==> src/rtl/mbx_pkg.sv <==
package mbx_pkg;
   localparam int unsigned NSRC  = 5;
   localparam int unsigned NRES  = 11;
   localparam int unsigned NWORD = 22;

   localparam int unsigned W_VERSION  = 0;
   localparam int unsigned W_FLAGS    = 1;
   localparam int unsigned W_ECHO     = 2;
   localparam int unsigned W_ACK      = 3;
   localparam int unsigned W_OPCODE   = 4;
   localparam int unsigned W_PARAM0   = 5;
   localparam int unsigned W_PARAM1   = 6;
   localparam int unsigned W_LINEREL  = 7;
   localparam int unsigned W_SRC_BASE = 8;
   localparam int unsigned W_RES0     = 11;

   localparam logic [7:0] OP_RESET     = 8'h01;
   localparam logic [7:0] OP_MASK_LOAD = 8'h03;
   localparam logic [7:0] OP_MASK_SET  = 8'h04;
   localparam logic [7:0] OP_MASK_CLR  = 8'h05;
   localparam logic [7:0] OP_FLAG_ACK  = 8'h48;
   localparam logic [7:0] RESP_UNKNOWN = 8'hFF;

   // flag bit position of each event source; neighbours decode these
   function automatic int unsigned src_bit(input int unsigned s);
      case (s)
         0: return 0;
         1: return 2;
         2: return 3;
         3: return 6;
         default: return 7;
      endcase
   endfunction
endpackage

==> src/rtl/mbx_flags.sv <==
module mbx_flags
   import mbx_pkg::*;
(
   input  logic            clk_i,
   input  logic            rst_ni,
   input  logic [NSRC-1:0] evt_i,
   input  logic [2:0]      rdclr_i,
   input  logic            cmdclr_en_i,
   input  logic [7:0]      cmdclr_bits_i,
   input  logic            wipe_i,
   input  logic [7:0]      mask_i,
   input  logic            linerel_i,
   output logic [7:0]      flags_o,
   output logic            irq_o
);
   logic [NSRC-1:0] fbit_q;
   logic            hold_q;

   for (genvar s = 0; s < NSRC; s++) begin : g_src
      localparam int unsigned B = src_bit(s);
      logic clr_rd;
      if (s < 3) begin : g_rdclr
         assign clr_rd = rdclr_i[s];
      end else begin : g_cmdonly
         assign clr_rd = 1'b0;
      end

      // set beats every clear source
      always_ff @(posedge clk_i or negedge rst_ni) begin
         if (!rst_ni)                                       fbit_q[s] <= 1'b0;
         else if (evt_i[s])                                 fbit_q[s] <= 1'b1;
         else if (wipe_i || clr_rd ||
                  (cmdclr_en_i && cmdclr_bits_i[B]))        fbit_q[s] <= 1'b0;
      end

      p_flag_set_r13: assert property (@(posedge clk_i) disable iff (!rst_ni)
         evt_i[s] |=> fbit_q[s]);

      if (s >= 3) begin : g_field_chk
         p_field_keep_r9: assert property (@(posedge clk_i) disable iff (!rst_ni)
            (fbit_q[s] && !wipe_i && !(cmdclr_en_i && cmdclr_bits_i[B])) |=> fbit_q[s]);
      end
   end

   always_comb begin
      flags_o = '0;
      for (int unsigned s = 0; s < NSRC; s++) flags_o[src_bit(s)] = fbit_q[s];
   end

   always_ff @(posedge clk_i or negedge rst_ni) begin
      if (!rst_ni)        hold_q <= 1'b0;
      else if (|evt_i)    hold_q <= 1'b0;
      else if (wipe_i)    hold_q <= 1'b0;
      else if (linerel_i) hold_q <= 1'b1;
   end

   assign irq_o = (|(flags_o & mask_i)) && !hold_q;

   p_line_release_r12: assert property (@(posedge clk_i) disable iff (!rst_ni)
      (linerel_i && !(|evt_i)) |=> !irq_o);
endmodule

==> src/rtl/mbx_seq.sv <==
module mbx_seq
   import mbx_pkg::*;
#(
   parameter int unsigned EXEC_CYCLES = 2
) (
   input  logic       clk_i,
   input  logic       rst_ni,
   input  logic       op_wr_i,
   input  logic       p0_wr_i,
   input  logic [7:0] wdata_i,
   output logic [7:0] echo_o,
   output logic [7:0] ack_o,
   output logic [7:0] mask_o,
   output logic [7:0] res_o [NRES],
   output logic       flag_clr_en_o,
   output logic [7:0] flag_clr_bits_o,
   output logic       wipe_o
);
   localparam int unsigned CW = $clog2(EXEC_CYCLES + 1);

   if (EXEC_CYCLES < 1) begin : g_bad_exec
      $error("mbx_seq: EXEC_CYCLES must be at least 1");
   end

   logic [CW-1:0] cnt_q;
   logic [7:0]    op_q, p0_q, snap_q, mask_q, mask_n, echo_q, ack_q;
   logic          busy, fire, known, mask_res;

   assign busy = (cnt_q != '0);
   assign fire = (cnt_q == CW'(1));

   always_ff @(posedge clk_i or negedge rst_ni) begin
      if (!rst_ni)      p0_q <= '0;
      else if (p0_wr_i) p0_q <= wdata_i;
   end

   always_ff @(posedge clk_i or negedge rst_ni) begin
      if (!rst_ni) begin
         cnt_q  <= '0;
         op_q   <= '0;
         snap_q <= '0;
      end else if (op_wr_i && !busy) begin
         cnt_q  <= CW'(EXEC_CYCLES);
         op_q   <= wdata_i;
         snap_q <= p0_q;
      end else if (busy) begin
         cnt_q  <= cnt_q - CW'(1);
      end
   end

   always_comb begin
      known    = 1'b1;
      mask_n   = mask_q;
      mask_res = 1'b0;
      case (op_q)
         OP_RESET:     mask_n = '0;
         OP_MASK_LOAD: begin mask_n = snap_q;            mask_res = 1'b1; end
         OP_MASK_SET:  begin mask_n = mask_q | snap_q;   mask_res = 1'b1; end
         OP_MASK_CLR:  begin mask_n = mask_q & ~snap_q;  mask_res = 1'b1; end
         OP_FLAG_ACK:  ;
         default:      known = 1'b0;
      endcase
   end

   assign wipe_o          = fire && (op_q == OP_RESET);
   assign flag_clr_en_o   = fire && (op_q == OP_FLAG_ACK);
   assign flag_clr_bits_o = snap_q;

   always_ff @(posedge clk_i or negedge rst_ni) begin
      if (!rst_ni) begin
         echo_q <= '0;
         ack_q  <= '0;
         mask_q <= '0;
      end else if (fire) begin
         echo_q <= known ? op_q : RESP_UNKNOWN;
         ack_q  <= ack_q + 8'd1;
         mask_q <= mask_n;
      end
   end

   for (genvar i = 0; i < NRES; i++) begin : g_res
      logic [7:0] r_q;
      if (i == 0) begin : g_mask_slot
         always_ff @(posedge clk_i or negedge rst_ni) begin
            if (!rst_ni)                r_q <= '0;
            else if (wipe_o)            r_q <= '0;
            else if (fire && mask_res)  r_q <= mask_n;
         end
      end else begin : g_plain_slot
         always_ff @(posedge clk_i or negedge rst_ni) begin
            if (!rst_ni)     r_q <= '0;
            else if (wipe_o) r_q <= '0;
         end
      end
      assign res_o[i] = r_q;
   end

   assign echo_o = echo_q;
   assign ack_o  = ack_q;
   assign mask_o = mask_q;

   p_ack_step_r5: assert property (@(posedge clk_i) disable iff (!rst_ni)
      (ack_q != $past(ack_q)) |-> (ack_q == $past(ack_q) + 8'd1));
   p_busy_ignore_r6: assert property (@(posedge clk_i) disable iff (!rst_ni)
      busy |=> $stable(op_q) && $stable(snap_q));
   p_mask_hold_r7: assert property (@(posedge clk_i) disable iff (!rst_ni)
      !fire |=> $stable(mask_q));
   p_echo_r4: assert property (@(posedge clk_i) disable iff (!rst_ni)
      fire |=> (echo_q == $past(op_q)) || (echo_q == RESP_UNKNOWN));
endmodule

==> src/rtl/cmd_mailbox.sv <==
module cmd_mailbox
   import mbx_pkg::*;
#(
   parameter int unsigned ADDR_W      = 7,
   parameter int unsigned EXEC_CYCLES = 2,
   parameter logic [3:0]  VER_TYPE    = 4'hA,
   parameter logic [3:0]  VER_REV     = 4'h2
) (
   input  logic              clk_i,
   input  logic              rst_ni,
   input  logic [ADDR_W-1:0] bus_addr_i,
   input  logic              bus_wr_i,
   input  logic              bus_rd_i,
   input  logic [7:0]        bus_wdata_i,
   output logic [7:0]        bus_rdata_o,
   input  logic [NSRC-1:0]   src_evt_i,
   output logic              irq_o
);
   localparam int unsigned IW = ADDR_W - 2;

   if ((NWORD * 4) > (1 << ADDR_W)) begin : g_bad_addr
      $error("cmd_mailbox: ADDR_W too small for the word map");
   end

   logic [IW-1:0] widx;
   logic          aligned, wr_ok, rd_ok;
   logic [7:0]    echo, ack, mask, flags, rd_mux, rdata_q;
   logic [7:0]    res [NRES];
   logic          flag_clr_en, wipe;
   logic [7:0]    flag_clr_bits;
   logic [2:0]    rdclr;

   assign widx    = bus_addr_i[ADDR_W-1:2];
   assign aligned = (bus_addr_i[1:0] == 2'b00);
   assign wr_ok   = bus_wr_i && aligned;
   assign rd_ok   = bus_rd_i && aligned;

   for (genvar k = 0; k < 3; k++) begin : g_rdclr
      assign rdclr[k] = rd_ok && (widx == IW'(W_SRC_BASE + k));
   end

   mbx_seq #(.EXEC_CYCLES(EXEC_CYCLES)) i_seq (
      .clk_i           (clk_i),
      .rst_ni          (rst_ni),
      .op_wr_i         (wr_ok && (widx == IW'(W_OPCODE))),
      .p0_wr_i         (wr_ok && (widx == IW'(W_PARAM0))),
      .wdata_i         (bus_wdata_i),
      .echo_o          (echo),
      .ack_o           (ack),
      .mask_o          (mask),
      .res_o           (res),
      .flag_clr_en_o   (flag_clr_en),
      .flag_clr_bits_o (flag_clr_bits),
      .wipe_o          (wipe)
   );

   mbx_flags i_flags (
      .clk_i         (clk_i),
      .rst_ni        (rst_ni),
      .evt_i         (src_evt_i),
      .rdclr_i       (rdclr),
      .cmdclr_en_i   (flag_clr_en),
      .cmdclr_bits_i (flag_clr_bits),
      .wipe_i        (wipe),
      .mask_i        (mask),
      .linerel_i     (wr_ok && (widx == IW'(W_LINEREL))),
      .flags_o       (flags),
      .irq_o         (irq_o)
   );

   always_comb begin
      rd_mux = '0;
      if (aligned) begin
         if (widx == IW'(W_VERSION)) rd_mux = {VER_TYPE, VER_REV};
         if (widx == IW'(W_FLAGS))   rd_mux = flags;
         if (widx == IW'(W_ECHO))    rd_mux = echo;
         if (widx == IW'(W_ACK))     rd_mux = ack;
         for (int unsigned k = 0; k < 3; k++)
            if (widx == IW'(W_SRC_BASE + k)) rd_mux = flags & (8'd1 << src_bit(k));
         for (int unsigned i = 0; i < NRES; i++)
            if (widx == IW'(W_RES0 + i)) rd_mux = res[i];
      end
   end

   always_ff @(posedge clk_i or negedge rst_ni) begin
      if (!rst_ni)       rdata_q <= '0;
      else if (bus_rd_i) rdata_q <= rd_mux;
   end

   assign bus_rdata_o = rdata_q;

   p_misaligned_zero_r2: assert property (@(posedge clk_i) disable iff (!rst_ni)
      (bus_rd_i && !aligned) |=> (bus_rdata_o == 8'h00));
   p_version_r1: assert property (@(posedge clk_i) disable iff (!rst_ni)
      (rd_ok && widx == IW'(W_VERSION)) |=> (bus_rdata_o == {VER_TYPE, VER_REV}));
endmodule

==> config.mk <==
export PLATFORM = sky130hd
export DESIGN_NAME = cmd_mailbox
export DESIGN_NICKNAME = d
export VERILOG_FILES = /design/src/rtl/mbx_pkg.sv /design/src/rtl/mbx_flags.sv /design/src/rtl/mbx_seq.sv /design/src/rtl/cmd_mailbox.sv
export SDC_FILE = /design/constraint.sdc
export NUM_CORES = 1
export LEC_CHECK = 0
export ABC_CLOCK_PERIOD_IN_PS = 2000
export BUFFER_PORTS_ARGS = -buffer_cell sky130_fd_sc_hd__buf_2
export CAP_MARGIN = 5
export CORE_MARGIN = 2
export CORE_UTILIZATION = 59
export DETAILED_ROUTE_END_ITERATION = 10
export PLACE_DENSITY = 0.79
export SLEW_MARGIN = 5
export SYNTH_ARGS = -nofsm -noshare
export SYNTH_HDL_FRONTEND = slang
export SYNTH_SLANG_ARGS = --single-unit
==> constraint.sdc <==
create_clock -name clk_i -period 2 [get_ports clk_i]
set_input_delay 0.2 -clock clk_i [delete_from_list [all_inputs] [get_ports clk_i]]
set_output_delay 0.2 -clock clk_i [all_outputs]
set_load 0.01 [all_outputs]
# Yosys cells after proc, flatten, opt, wreduce, memory -nomap -nowiden
# Index checks and enable logic that the tools add are counted.
[totals]
wordCells = 142
output_inout_bits = 9
reg_bits = 72
[op_classes]
shift = 3
n_bitwise = 7
eq_ne = 26
mux = 46
reduce_logical = 43
add_sub_neg = 2
[ops]
columns = ["cell", "count"]
rows = [
  ["32-bit two-way mux", 6],
  ["8-bit two-way mux", 22],
  ["1-bit by 32-bit << shifter with 8-bit output, first input constant", 3],
  ["8-bit bitwise AND", 5],
  ["5-bit by 4-bit == test with 1-bit output, second input constant", 8],
  ["8-bit case mux with 4 select lines", 1],
  ["5-bit == test, second input constant", 6],
  ["1-bit logical AND", 18],
  ["8-bit by 3-bit == test with 1-bit output, second input constant", 2],
  ["2-bit nonzero test", 8],
  ["5-bit by 3-bit == test with 1-bit output, second input constant", 3],
  ["1-bit two-way mux", 15],
  ["5-bit by 2-bit == test with 1-bit output, second input constant", 2],
  ["5-bit OR reduction", 2],
  ["8-bit by 1-bit adder with 8-bit output, second input constant", 1],
  ["8-bit by 1-bit == test with 1-bit output, second input constant", 1],
  ["8-bit by 2-bit == test with 1-bit output, second input constant", 1],
  ["8-bit by 7-bit == test with 1-bit output, second input constant", 1],
  ["1-bit logical OR", 8],
  ["8-bit inverter", 1],
  ["8-bit bitwise OR", 1],
  ["8-bit OR reduction", 1],
  ["5-bit by 1-bit == test with 1-bit output, second input constant", 1],
  ["5-bit logical NOT", 1],
  ["7 further kinds", 9],
]

# Logic depth before layout (Yosys ltp)
# Gate-level depths: netlist of the first run.
[depth]
word_depth = 20
mapped_depth = 6

# Modules after synthesis
# From an unflattened synthesis of the first run, not the netlist that was laid out.
[unflattened]
hier_cells = 607
area_unflattened_um2 = 5600.4
[by_module_without_submodules]
columns = ["mod", "seq_area_each_um2", "area_each_um2", "cells_per_inst", "instances"]
rows = [
  ["mbx_seq", 1451.4, 3410.8, 320, 1],
  ["cmd_mailbox", 200.2, 1889.3, 260, 1],
  ["mbx_flags", 150.1, 300.3, 27, 1],
]

# Worst setup path after synthesis of the first run
# OpenSTA, ideal clock, no wires.
[synth_path]
path_type = "reg2reg"
from = "register i_seq.op_q[5]"
to = "register i_seq.mask_q[0] (netlist: i_seq.mask_o[0])"
path_stages_with_launch = 7
arrival_ps = 1531
period_less_slack_ps = 1672
t_required_ps = 1859
slack_ps = 328
path_buffers = 2
path_cell_list = "dfrtp_1 -> or3_1 -> buf_6 -> buf_8 -> o41ai_2 -> o211a_1 -> a21oi_2"
[synth_via]
elab_chain_cells = 2
word_cells_on_any_way = 5
classes_between = "eq/ne: 4; mux: 1"
[synth_lines]
columns = ["element", "line", "text"]
rows = [
  ["from (decl)", "mbx_seq.sv:26", "logic [7:0] op_q, p0_q, snap_q, mask_q, mask_n, echo_q, ack_q;"],
  ["from (signal assigned)", "mbx_seq.sv:44", "op_q <= wdata_i;"],
  ["8-bit by 3-bit == test with 1-bit output, or another cell as far along", "mbx_seq.sv:55", "case (op_q)"],
  ["8-bit case mux with 4 select lines (*)", "mbx_seq.sv:55", ""],
  ["to (signal assigned)", "mbx_seq.sv:77", "mask_q <= mask_n;"],
  ["to (decl)", "mbx_seq.sv:26", ""],
]
# Mark *: on every way between the ends. The rest lies on a longest branch, timed or not.
# A chain may end at the register's enable or synchronous reset.

# Worst setup path after layout of the first run
[layout_path]
from = "register i_seq.op_q[3]"
to = "register i_seq.mask_q[4] (netlist: i_seq.mask_o[4])"
# The elaborated chain is that of the path after synthesis.

==> results of run 1 <==
kinds of logic (layout without fill, tap and decap cells):
family	count (synthesis)	count (layout)	share of synthesized area [%]
buffers and inverters	32	73	4.01
AO/OA/AOI/OAI	92	92	21.6
XOR/XNOR	7	7	1.63
flip-flops	72	72	47.8
adder cells (fa/ha/maj)	3	3	0.995
multiplexers	31	31	9.12
AND/OR/NAND/NOR	106	106	14.9
flip-flops by register name (all words and copies together), names as in the netlist, 5 cells and up:
signal                 count
i_flags.flags_o            5
i_seq.ack_o                8
bus_rdata_o                8
i_seq.g_res.r_q            8
i_seq.mask_o               8
i_seq.p0_q                 8
i_seq.flag_clr_bits_o      8
i_seq.echo_o               8
i_seq.op_q                 8
what timing repair did:
action,in CTS,in global routing
gates resized for setup,0,1
hold buffers,1,0
setup endpoints to repair,0,5
setup buffers,0,1
hold endpoints to repair,72,0
metrics by stage:
step / utilization, % / instance area (µm²) / setup WS, ns / power, mW / instances
final: 67.4 / 4230 / 0.154 / 3.98 / 461
after floorplan: - / 3770 / 0.328 / 2.69 / 343
after global placement: 64.6 / 4060 / 0.144 / 2.97 / 445
after detailed placement: 64.6 / 4060 / 0.0737 / 3.03 / 445
after CTS: 67.2 / 4220 / 0.0598 / 3.98 / 460
after global routing: 67.4 / 4230 / 0.0900 / 4.21 / 461
Yosys cell counts (4+ instances only):
cell type	number
nand4_1	4
nor3_1	5
nor2b_1	16
o41ai_2	8
o21ai_1	8
a41oi_1	8
nand2_1	32
o31a_1	8
a21oi_1	7
a221o_1	5
nor2_1	22
dfrtp_1	72
o211a_1	9
nand3_1	10
buf_2	6
mux2_2	27
inv_1	9
o21a_1	4
mux2i_1	4
a21oi_2	8
clkbuf_1	8
buf_1	5
xnor2_1	4
critical path, cell delays in order, from the launching register on:
cell and delay, ns:
dfrtp_1 0.38, or4b_1 0.73, o31a_1 0.36, o211a_1 0.16, a21oi_2 0.14
worst paths after layout:
path / to / startpoint / depth (start not counted)
max in group asynchronous: i_seq.echo_o[5] / rst_ni / 3
min in group asynchronous: i_flags.flags_o[0] / rst_ni / 3
setup / recovery: i_seq.mask_o[4] / i_seq.op_q[3] / 4
hold / removal: i_flags.flags_o[0] / src_evt_i[0] / 2
hold reg to reg: i_seq.echo_o[7] / i_seq.echo_o[7] / 1
setup reg to reg: i_seq.mask_o[4] / i_seq.op_q[3] / 4
layer usage:
layer | global-route usage [%] | routed length (µm) | up-vias
li1 | - | - | 1353
met1 | 34.3 | 3860 | 1453
met2 | 44.1 | 4290 | 84
met3 | 4.06 | 416 | 4
met4 | 10.4 | 36 | 0
met5 | 0 | 0 | -
cell type report:
| cell class | instances | area, µm² |
|---|---|---|
| clock buffer | 13 | 149 |
| clock inverter | 1 | 5.00 |
| fill | 511 | 2040 |
| inverter | 9 | 33.8 |
| multi-input combinational | 239 | 1820 |
| sequential | 72 | 1800 |
| tap | 77 | 96.3 |
| timing repair buffer | 50 | 323 |
power breakdown:
group          internal [mW]  switching, mW
clock network          0.470          0.495
logic                  0.492          0.598
registers               1.70          0.226
==> results.yml, run 1 <==
final_layout:
  layout_commonest_cell: "dfrtp_1"
  syn_to_final_growth_pct: 12.2
  drive_above_1_share_pct: 29.7
  n_antenna_cell: 0
  mostFrequentLayoutCells: "dfrtp_1 (72), nand2_1 (32), buf_2 (32)"
  finalNetCount: 408
routing:
  wl_um: 8600
  drt_first_pass_iters: 4
  ant_nets: 0
  vias: 2894
  route.detailed.drc: 0
  vias_per_cell: 6.28
  wl_per_cell_um: 18.7
  drtIter0Drc: 171
power:
  power_density_nw_per_um2: 941
  ir_drop_mv: 0.617
  p_leak_nw: 1.91
sta:
  report.final.slew_viol_count: 0
  finalCritPeriodShare_pct: 92.3
  hold_viol_final: 0
  min_period_ns: 1.85
  rsz0062_at_grt: "no"
  clock_skew_ns: 0.00714
  final-setup-viol-count: 0
  max-slew-margin-rel_pct: 62.6
  whs_ns: 0.0601
  tns_ns: 0
  worstMarginPinSlew_ns: 0.561
  fmax_ghz: 0.542
logic_synthesis:
  synth_top_cell_area_share_pct: 47.8
  postSynthAreaPerCell_um2: 11.0
  ys_seq_elements: 72
  synth.cell_area_um2: 3770
  synth.distinct_cells: 59
  synth.area.top_cells: "dfrtp_1 (48%), mux2_2 (8.1%), o41ai_2 (3.4%)"
  synth_edf_count: 0
  synth_area_leader_cell: "dfrtp_1"
  synth_nets: 370
  yosys_warnings: 0
  ys_async_sr_fraction_pct: 100
  yosysSeqAreaShare_pct: 47.8
  synth_cells: 343
  synth-main-ff-cell: "dfrtp_1"
clocking:
  cts_buffers: 9
  insertion_delay_ns: 0.34
  cts_root_buffer: "clkbuf_8"
  clk_pin_slew_ns: 0.07
  clockBufferDepth: 2
  htree_levels: 3
  cts_tree: "built"
  cts_sinks: 72
grt:
  grt_max_degree: 73
  overflow: 0
  grt_pass1_vias: 2976
  grt_antenna_before_repair: 0
  grt_pass1_wl_um: 14500
  track_usage_pct: 26.3
die:
  dieArea_um2: 7050
  core_region_area_um2: 6280
  initial_utilization_pct: 60.1
  io_pins: 33
  fp-row-count: 29
  die_x_um: 84.0
  die_h_um: 84.0
run:
  maxCapViolCount: 0
setup_path:
  start_kind: "flip-flop"
  worstPathArrival_ns: 2.12
  crit_type: "reg2reg"
  cp_max_fo: 8
  crit_required_ns: 2.27
  rrSetupSlack_ns: 0.15
  crit_path_end_kind: "flip-flop"
status:
  status: "finished, final reports clean"
placement:
  gp_congestion: 0.841
  numPortBuffers: 32
  dp_hpwl_um: 6070
hold_path:
  hp-class: "in2reg"
Power figures use the tool's default switching activity.
==> run 2: changes to the inputs <==
--- a/config.mk
+++ b/config.mk
@@ -5,13 +5,14 @@
 export SDC_FILE = /design/constraint.sdc
 export NUM_CORES = 1
 export LEC_CHECK = 0
+export ABC_AREA = 1
 export ABC_CLOCK_PERIOD_IN_PS = 2000
 export BUFFER_PORTS_ARGS = -buffer_cell sky130_fd_sc_hd__buf_2
 export CAP_MARGIN = 5
 export CORE_MARGIN = 2
-export CORE_UTILIZATION = 59
+export CORE_UTILIZATION = 60
 export DETAILED_ROUTE_END_ITERATION = 10
-export PLACE_DENSITY = 0.79
+export PLACE_DENSITY = 0.8
 export SLEW_MARGIN = 5
 export SYNTH_ARGS = -nofsm -noshare
 export SYNTH_HDL_FRONTEND = slang
==> results.yml, run 2 <==
placement:
  dp.cells: 618
  gp_congestion: 0.854
  numPortBuffers: 32
  dp_hpwl_um: 6280
  post_dp_cell_area_um2: 4170
clocking:
  clockBufferDepth: 2
  cts_sinks: 72
  cts_buffers: 9
  cts_root_buffer: "clkbuf_8"
  cts_tree: "built"
  clk_pin_slew_ns: 0.08
  cts.repair.resized: 0
  insertion_delay_ns: 0.35
  htree_levels: 3
  postCtsSetupBuffers: 0
  postCtsHoldBufs: 1
die:
  initial_utilization_pct: 62.4
  die_h_um: 85.3
  core_region_area_um2: 6350
  fp-row-count: 29
  io_pins: 33
  dieArea_um2: 7270
  die_x_um: 85.3
sta:
  final-setup-viol-count: 0
  finalCritPeriodShare_pct: 86.8
  fmax_ghz: 0.576
  worstMarginPinSlew_ns: 0.486
  clock_skew_ns: 0.00872
  rsz0062_at_grt: "no"
  max-slew-margin-rel_pct: 67.5
  min_period_ns: 1.74
  hold_viol_final: 0
  report.final.slew_viol_count: 0
  tns_ns: 0
setup_path:
  worstReg2RegStart: "i_seq.op_q[1]"
  crit_path_end_kind: "flip-flop"
  crit_type: "reg2reg"
  worstPathArrival_ns: 1.97
  cp_max_fo: 15
  rrSetupSlack_ns: 0.26
  endpoint: "i_seq.g_res[0].r_q[3]"
  r2r_cells: 9
  crit_required_ns: 2.24
  r2r-end: "i_seq.g_res[0].r_q[3]"
  start_kind: "flip-flop"
  startpoint: "i_seq.op_q[1]"
power:
  report.power.total_mw: 4.31
  ir_drop_mv: 0.604
  power_density_nw_per_um2: 974
  p_leak_nw: 2.44
routing:
  wl_um: 8580
  route.detailed.drc: 0
  drt_first_pass_iters: 4
  vias_per_cell: 5.32
  ant_nets: 0
  vias: 3380
  drtIter0Drc: 153
  wl_per_cell_um: 13.5
logic_synthesis:
  ys_seq_elements: 72
  synth.distinct_cells: 36
  postSynthAreaPerCell_um2: 7.66
  synth_top_cell_area_share_pct: 45.5
  synth_cells: 517
  synth_area_leader_cell: "dfrtp_1"
  post-synth-top-count-cell: "nand2_1"
  synth_nets: 544
  synth-main-ff-cell: "dfrtp_1"
  yosysSeqAreaShare_pct: 45.5
  synth.cell_area_um2: 3960
  synth_common_cells: "nand2_1 (172), dfrtp_1 (72), inv_1 (57)"
  synth.area.top_cells: "dfrtp_1 (45%), nand2_1 (16%), nand3_1 (6.7%)"
  synth_edf_count: 0
  ys_async_sr_fraction_pct: 100
  yosys_warnings: 0
grt:
  grt_max_degree: 73
  grt_antenna_before_repair: 0
  overflow: 0
  grt_pass1_vias: 3345
  grt_pass1_wl_um: 15400
  track_usage_pct: 26.6
final_layout:
  stdcell_area_um2: 4430
  finalNonFillerCells: 635
  syn_to_final_growth_pct: 11.7
  finalNetCount: 580
  mostFrequentLayoutCells: "nand2_1 (172), dfrtp_1 (72), inv_1 (57)"
  n_antenna_cell: 0
  layout_commonest_cell: "nand2_1"
  drive_above_1_share_pct: 16.3
status:
  status: "finished, final reports clean"
hold_path:
  hp-class: "in2reg"
run:
  maxCapViolCount: 0
run 2: changes by cell type after synthesis, moves of 9 or more:
cell	previous run	this run
nand4_1	4	19
nor2b_1	16	0
inv_2	0	10
mux2_2	27	4
nand3_1	10	53
o21ai_0	2	22
nor2_1	22	40
o211a_1	9	0
nand2_1	32	172
inv_1	9	57
run 2: power breakdown:
group / internal (mW) / switching, mW
Combinational: 0.361 / 0.676
Sequential: 1.68 / 0.175
Clock: 0.838 / 0.581
run 2: layout make-up:
type	instances	area, µm²
Fill cell	539	1920
Multi-Input combinational cell	366	1820
Sequential cell	72	1800
Inverter	67	251
Timing Repair Buffer	37	213
Clock buffer	10	128
Clock inverter	6	115
Tap cell	77	96.3
run 2: worst min path at each step:
stage	from	endpoint	cells after the start
after floorplan	rst_ni	bus_rdata_o[0]	0
after global placement	rst_ni	i_seq.ack_o[2]	2
after detailed placement	rst_ni	i_seq.ack_o[3]	2
after CTS	src_evt_i[4]	i_flags.hold_q	2
after global routing	src_evt_i[4]	i_flags.hold_q	2
final	src_evt_i[4]	i_flags.hold_q	2
run 2: layer usage:
layer,share of wire [%],vias to the layer above,track usage [%]
met2,49,76,44.4
met5,0,-,0
met3,3.9,11,3.89
met4,1.4,0,9.38
li1,-,1728,-
met1,45,1565,35.5
run 2: kinds of logic after synthesis:
logic type	count (synthesis)	synth area share, %
buf+inv	79	8.56
xor+xnor	6	1.33
simple gates	312	35.6
fa+ha+maj	3	0.948
compound gates	37	5.46
mux	8	2.65
flops	72	45.5
run 2: metrics by stage:
step,hold WS [ns],setup WS [ns],utilization (%)
after detailed placement,0.256,0.305,65.7
after global placement,0.251,0.358,65.7
after floorplan,-0.0956,0.658,-
after CTS,0.00234,0.279,69.7
final,0.0168,0.264,69.7
after global routing,0.00327,0.128,69.7
run 2: worst max-delay path, cell delays in order, from the launching register on:
cell,delay (ns)
dfrtp_1,0.42
inv_2,0.06
nand2_1,0.12
nor2_1,0.10
o21ai_4,0.33
nand2_4,0.20
nand2_2,0.21
inv_2,0.06
nand2_1,0.07
nand2_1,0.05
